--- src/rtl/replay_pkg.sv ---
package replay_pkg;

    typedef enum logic {
        MODE_LOAD = 1'b0,
        MODE_LOOP = 1'b1
    } replay_mode_e;

    typedef struct packed {
        logic bit_val;
        logic wrap;
    } replay_out_t;

    function automatic int unsigned phase_width(input int unsigned len);
        return (len < 2) ? 1 : $clog2(len);
    endfunction

endpackage

--- src/rtl/replay_stage.sv ---
module replay_stage
    import replay_pkg::*;
(
    input  logic         clk,
    input  logic         rst,
    input  replay_mode_e mode,
    input  logic         load_d,
    input  logic         loop_d,
    output logic         q
);
    logic d_sel;

    // 2-to-1 select in front of the flop
    always_comb begin
        d_sel = (mode == MODE_LOOP) ? loop_d : load_d;
    end

    always_ff @(posedge clk) begin
        if (rst) q <= 1'b0;
        else     q <= d_sel;
    end
endmodule

--- src/rtl/replay_chain.sv ---
module replay_chain
    import replay_pkg::*;
#(
    parameter int unsigned LEN = 392
) (
    input  logic         clk,
    input  logic         rst,
    input  replay_mode_e mode,
    input  logic         ser_in,
    output logic         tail
);
    localparam int unsigned LAST = LEN - 1;

    logic [LEN-1:0] q;

    generate
        for (genvar i = 0; i < LEN; i++) begin : g_stage
            if (i == 0) begin : g_head
                // head stage: external data or the fed-back tail
                replay_stage u_stage (
                    .clk    (clk),
                    .rst    (rst),
                    .mode   (mode),
                    .load_d (ser_in),
                    .loop_d (q[LAST]),
                    .q      (q[i])
                );
            end else begin : g_body
                replay_stage u_stage (
                    .clk    (clk),
                    .rst    (rst),
                    .mode   (mode),
                    .load_d (q[i-1]),
                    .loop_d (q[i-1]),
                    .q      (q[i])
                );
            end
        end
    endgenerate

    assign tail = q[LAST];
endmodule

--- src/rtl/replay_phase.sv ---
module replay_phase
    import replay_pkg::*;
#(
    parameter int unsigned LEN = 392
) (
    input  logic         clk,
    input  logic         rst,
    input  replay_mode_e mode,
    output logic         wrap
);
    localparam int unsigned PW = phase_width(LEN);
    localparam logic [PW-1:0] LAST_PH = PW'(LEN - 1);

    logic [PW-1:0] phase_q;

    always_ff @(posedge clk) begin
        if (rst) begin
            phase_q <= '0;
        end else if (mode != MODE_LOOP) begin
            phase_q <= '0;
        end else if (phase_q == LAST_PH) begin
            phase_q <= '0;
        end else begin
            phase_q <= phase_q + 1'b1;
        end
    end

    assign wrap = (mode == MODE_LOOP) && (phase_q == '0);
endmodule

--- src/rtl/bitstream_replayer.sv ---
module bitstream_replayer
    import replay_pkg::*;
#(
    parameter int unsigned PAT_LEN = 392
) (
    input  logic clk,
    input  logic rst,
    input  logic ser_in,
    input  logic loop_sel,
    output logic bit_out,
    output logic wrap_strobe
);
    replay_mode_e mode;
    logic         tail;
    logic         wrap_i;
    replay_out_t  outs;

    assign mode = replay_mode_e'(loop_sel);

    replay_chain #(.LEN(PAT_LEN)) u_chain (
        .clk    (clk),
        .rst    (rst),
        .mode   (mode),
        .ser_in (ser_in),
        .tail   (tail)
    );

    replay_phase #(.LEN(PAT_LEN)) u_phase (
        .clk  (clk),
        .rst  (rst),
        .mode (mode),
        .wrap (wrap_i)
    );

    always_comb begin
        outs.bit_val = (mode == MODE_LOOP) ? tail : 1'b0;
        outs.wrap    = wrap_i;
    end

    assign bit_out     = outs.bit_val;
    assign wrap_strobe = outs.wrap;
endmodule

--- config.mk ---
export PLATFORM = sky130hd
export DESIGN_NAME = bitstream_replayer
export DESIGN_NICKNAME = d
export VERILOG_FILES = /design/src/rtl/replay_pkg.sv /design/src/rtl/replay_stage.sv /design/src/rtl/replay_chain.sv /design/src/rtl/replay_phase.sv /design/src/rtl/bitstream_replayer.sv
export SDC_FILE = /design/constraint.sdc
export NUM_CORES = 1
export LEC_CHECK = 0
export BUFFER_PORTS_ARGS = -buffer_cell sky130_fd_sc_hd__buf_2
export CORE_MARGIN = 2
export CORE_UTILIZATION = 60
export DETAILED_ROUTE_END_ITERATION = 16
export GPL_TIMING_DRIVEN = 0
export PLACE_DENSITY_LB_ADDON = 0.08
export SLEW_MARGIN = 30
export SYNTH_ARGS = -nofsm -noshare
export SYNTH_HDL_FRONTEND = slang
export SYNTH_SLANG_ARGS = --single-unit
--- constraint.sdc ---
create_clock -name clk -period 3.35 [get_ports clk]
set_clock_uncertainty 0.15 [all_clocks]
set_input_delay 0.335 -clock clk [delete_from_list [all_inputs] [get_ports clk]]
set_output_delay 0.335 -clock clk [all_outputs]
set_load 0.02 [all_outputs]
==> results_dict.tcl, run 1 <==
set metrics [dict create \
    status "finished clean" \
    grt.total_usage_pct 14.9 \
    clock_path_buffers 3 \
    hpwlAfterDp_um 7870 \
    rows 49 \
    ys_types 24 \
    start_kind "register" \
    hold_start "loop_sel" \
    diodes 0 \
    critical_path_required_ns 2.86 \
    cts_num_sinks 401 \
    nets 930 \
    avgSynthCellArea_um2 12.4 \
    dieArea_um2 19300 \
    syn_inst 879 \
    grt_max_degree 15 \
    rsz0062_at_grt "false" \
    area_growth_syn_to_layout_pct 14.7 \
    port_buffers 4 \
    yosys.area_share.simple_pct 23.6 \
    cts.clk_slew.worst_paths_ns 0.06 \
    crit_fanout 6 \
    io_pins 6 \
    clockRootBuffer "clkbuf_16" \
    die_y_um 139 \
    slew_headroom_pct 67.8 \
    synthMuxAreaShare_pct 0 \
    critical_path.startpoint "u_phase.phase_q[3]" \
    reg2reg_from "u_phase.phase_q[3]" \
    fmax_mhz 432 \
    max_cap_violations 0 \
    hold_path.class "in2reg" \
    ir_drop_mv 0.566 \
    ant_nets 0 \
    cts_setup_buffers 0 \
    final_common_cell "dfxtp_1" \
    die_width_um 139 \
    synthAdderAreaFrac_pct 0.229 \
    htreeDepth 2 \
    avgRoutedWirePerCell_um 11.7 \
    viasPerCell 4.40 \
    n_fill_cell 1240 \
    gp_congestion 0.690 \
    overflow 0 \
    synth_top_family_by_area "simple AND/OR/NAND/NOR gates" \
    cts_tree "yes" \
    initial_utilization_pct 60.9 \
    worstSetupPathType "reg2out" \
    setup-tns-final_ns 0 \
    tightest_slew_ns 0.483 \
    fin_crit_sh_pct 69.2 \
    seq_area_frac_synth_pct 73.6 \
    synth-seq-cells 401 \
    post_cts_resized 0 \
    drtPass1Iterations 6 \
    worstSkewPairLatency_ns 0.51 \
    finalHoldViolations 0 \
    drc 0 \
    drt_iter0_drc 167 \
    min_period_ns 2.32 \
    cts_buffers 38 \
    postCtsHoldBufs 1 \
    cellLeakagePower_nw 4.92 \
    layout_common_cells "401 x dfxtp_1, 391 x nor2b_1, 49 x clkbuf_1" \
    setup_viol 0 \
    ys_warn_count 0 \
    maxSlewViolCount 0 \
    wl_um 13800 \
    antenna_found_initial 0 \
    crit_path_end_kind "primary output" \
    vias 5183 \
    syn_nets 885 \
    synth-compound-area-share_pct 0.608 \
    power_density_nw_per_um2 728 \
    grt_pass1_vias 5337 \
    grt_pass1_wl_um 24200 \
    synth-xor-area-share_pct 0.241 \
    synthesis.area_um2 10900 \
    power_mw 9.11 \
    core_area_um2 17900 \
    layout-drive-gt1-share_pct 7.26 \
    cp.arrival_ns 1.83 \
]
## per-layer routing
metal	GRT usage (%)	share of wire, %	up-vias
met5	0	0	-
met4	6.06	2.6	0
met3	3.69	3.3	33
met2	22.5	43	54
met1	20.7	51	2351
li1	-	-	2745
## final cells by class
class	instances	area, um2	share of cell area [%]
sequential	401	8030	64.2
tap	229	287	2.29
timing repair buffer	5	30.0	0.240
buffer	45	171	1.37
clock buffer	57	1190	9.48
inverter	4	15.0	0.120
clock inverter	9	101	0.810
multi-input combinational	429	2690	21.5
## path summary, 6_finish.rpt
check | depth (start not counted) | slack (ns) | to
hold / removal | 4 | 0.06 | u_chain.g_stage[0].g_head.u_stage.q
setup / recovery | 3 | 1.03 | wrap_strobe
setup reg to reg | 3 | 1.79 | u_phase.phase_q[3]
hold reg to reg | 1 | 0.27 | u_chain.g_stage[67].g_body.u_stage.q
## sequential cells by signal, summed over array words and instances, names as in the netlist
register,flops
u_chain.g_stage.g_head.u_stage.q,1
u_phase.phase_q,9
u_chain.g_stage.g_body.u_stage.q,391
## worst max-delay path, stage by stage, from the launching register on
cell and delay, ns:
dfxtp_1 0.37, or4_4 0.59, nor3_1 0.17, buf_2 0.19
## cell families after synthesis
logic type | count (synthesis)
flip-flops | 401
AO/OA/AOI/OAI | 10
XOR/XNOR | 3
AND/OR/NAND/NOR | 414
adder cells (fa/ha/maj) | 2
buffers and inverters | 49
## where the power goes
part	switching (mW)	leakage (nW)	internal, mW	total [mW]
clock network	1.65	0.642	2.60	4.25
logic	0.0768	1.05	0.0178	0.0946
registers	0.00134	3.23	4.77	4.77
## stage by stage
step                utilization [%]  cell area (um2)  hold WS, ns  cells  setup WS [ns]
finish                         69.9            12500       0.0628   1179           1.03
global route                   69.9            12500       0.0605   1179          0.982
CTS                            69.9            12500       0.0463   1179           1.02
detailed placement             62.6            11200        0.270   1112           1.55
global placement               62.6            11200        0.269   1112           1.57
floorplan                         -            10900        0.264    879           1.45
## Yosys cell counts
library cell  instances  area [um2]
a21oi_1               5        25.0
or4b_1                1        10.0
or3_1                 3        18.8
nor3_1                1        5.00
xnor2_1               1        8.76
buf_2                 1        5.00
nand2_1               2        7.51
dfxtp_1             401        8030
o21bai_1              1        7.51
nor2_1                6        22.5
clkbuf_2              1        5.00
nor3b_1               1        7.51
nand4_1               2        12.5
xor2_1                2        17.5
inv_1                 4        15.0
nand3_1               4        20.0
o21ai_0               3        15.0
and2_1                1        6.26
ha_1                  2        25.0
nor2b_1             391        2450
or4_4                 1        11.3
o21bai_4              1        18.8
clkbuf_1             43         161
or2b_2                1        8.76
Note: power is estimated with default switching activity, not from simulation.
==> run 2, diff against run 1 <==
==> constraint.sdc (replaced) <==
create_clock -name clk -period 2.3 [get_ports clk]
set_clock_uncertainty 0.15 [all_clocks]
set_input_delay 0.23 -clock clk [delete_from_list [all_inputs] [get_ports clk]]
set_output_delay 0.23 -clock clk [all_outputs]
set_load 0.02 [all_outputs]
==> run 2 against run 1 <==
Sequential power increased by 46%. Critical path type unchanged. Non-clock buffer count up 2. Final cell count up 0.17%. Total power up 46%. Utilization up 0.11 points. Largest cell class unchanged. Register-to-register slack lost 1.0 ns.
==> results_dict.tcl, run 2 (synthesis results as in run 1) <==
set metrics [dict create \
    status "finished clean" \
    worstSetupPathType "reg2out" \
    rows 49 \
    slew_headroom_pct 67.8 \
    dp_cells 1112 \
    final_util_pct 70.0 \
    reg2reg_from "u_phase.phase_q[3]" \
    timing.rr.end "u_phase.phase_q[3]" \
    layout-drive-gt1-share_pct 7.25 \
    area_growth_syn_to_layout_pct 14.9 \
    cp.arrival_ns 1.83 \
    vias 5210 \
    htreeDepth 2 \
    multi_input_area_um2 2690 \
    grt.total_usage_pct 14.9 \
    clockRootBuffer "clkbuf_16" \
    met2_length_um 5940 \
    cpMaxStageDelayCell "or4_4" \
    overflow 0 \
    setup-tns-final_ns 0 \
    fin_area_um2 12500 \
    hold_end "u_phase.phase_q[4]" \
    r2r_cells 3 \
    grt_pass1_wl_um 24200 \
    initial_utilization_pct 60.9 \
    area.sequential_um2 8030 \
    power_density_nw_per_um2 1060 \
    diodes 0 \
    min_path_cells 3 \
    cts_num_sinks 401 \
    fin_crit_sh_pct 96.1 \
    maxSlewViolCount 0 \
    core_area_um2 17900 \
    routed.top_layer "met4" \
    hpwlAfterDp_um 7870 \
    top_register "u_chain.g_stage.g_body.u_stage.q" \
    rsz0062_at_grt "false" \
    drtPass1Iterations 4 \
    cellLeakagePower_nw 4.93 \
    critical_path_required_ns 1.92 \
    hold_start "rst" \
    wl_met1_um 7090 \
    setup_viol 0 \
    cts_tree "yes" \
    fmax_mhz 452 \
    start_kind "register" \
    regToRegSetupSlack_ns 0.75 \
    layout_common_cells "401 x dfxtp_1, 391 x nor2b_1, 49 x clkbuf_1" \
    grt_max_degree 15 \
    dr_wl_met3_um 453 \
    port_buffers 4 \
    die_y_um 139 \
    crit_path_end_kind "primary output" \
    clock_path_buffers 3 \
    finalHoldViolations 0 \
    worstSkewPairLatency_ns 0.51 \
    slowest_delay_ns 0.59 \
    final_common_cell "dfxtp_1" \
    viasPerCell 4.41 \
    hold_path.class "in2reg" \
    gp_congestion 0.690 \
    largest_reg_flops 391 \
    io_pins 6 \
    ant_nets 0 \
    drc 0 \
    tightest_slew_ns 0.483 \
    n_fill_cell 1238 \
    max_cap_violations 0 \
    fin_hold_ws_ns 0.0589 \
    place_area_um2 11200 \
    antenna_found_initial 0 \
    die_width_um 139 \
    wl_um 13800 \
    min_period_ns 2.21 \
    crit_fanout 6 \
    reg_top3 "u_chain.g_stage.g_body.u_stage.q x391, u_phase.phase_q x9, u_chain.g_stage.g_head.u_stage.q x1" \
    path_cells "or4_4, nor3_1, buf_2" \
    layoutNonFillerInstCount 1181 \
    cts.clk_slew.worst_paths_ns 0.06 \
    grt_pass1_vias 5340 \
    avgRoutedWirePerCell_um 11.7 \
    dieArea_um2 19300 \
    ir_drop_mv 0.824 \
    drt_iter0_drc 161 \
    cts_buffers 38 \
    nets 932 \
]
run 2: worst max-delay path: cells and delay by family (launching register included):
kind,cells,cell delay [ns]
and+or+nand+nor,2,0.76
buffers and inverters,1,0.19
DFF,1,0.37
run 2: worst max-delay path by stage:
stage	cells past startpoint	slack, ns	start	endpoint
2_1_floorplan	2	0.50	u_phase.phase_q[3]	wrap_strobe
3_3_place_gp	4	0.63	rst	u_chain.g_stage[364].g_body.u_stage.q
3_5_place_dp	3	0.61	u_phase.phase_q[3]	wrap_strobe
4_1_cts	3	0.08	u_phase.phase_q[3]	wrap_strobe
5_1_grt	3	0.04	u_phase.phase_q[3]	wrap_strobe
6_report	3	0.09	u_phase.phase_q[3]	wrap_strobe
run 2: metrics by stage:
step	setup slack [ns]	total power, mW
2_1_floorplan	0.503	7.21
3_3_place_gp	0.630	7.24
6_report	0.0898	13.3
3_5_place_dp	0.609	7.24
4_1_cts	0.0782	13.4
5_1_grt	0.0370	13.7
run 2: timing repair:
| item | 4_1_cts | 5_1_grt |
|---|---|---|
| hold buffers | 3 | 0 |
| gates resized for setup | 0 | 0 |
| endpoints found under the hold margin | 4 | 0 |
| setup buffers | 0 | 0 |
run 2: layout make-up:
class                      instances  share of cell area (%)
sequential                       401                    64.1
buffer                            45                    1.37
clock inverter                     9                   0.809
clock buffer                      57                    9.46
multi-input combinational        429                    21.5
tap                              229                    2.29
inverter                           4                   0.120
timing repair buffer               7                   0.399
run 2: power breakdown:
group / internal [mW] / total, mW / switching, mW / leakage (nW)
Combinational: 0.0282 / 0.141 / 0.112 / 1.06
Sequential: 6.95 / 6.95 / 0.00191 / 3.23
Clock: 3.79 / 6.19 / 2.41 / 0.642
Total: 10.8 / 13.3 / 2.52 / 4.93
run 2: metal layers:
metal	up-vias	track usage, %
li1	2752	-
met3	35	3.69
met4	0	6.06
met5	-	0
met2	55	22.6
met1	2368	20.7
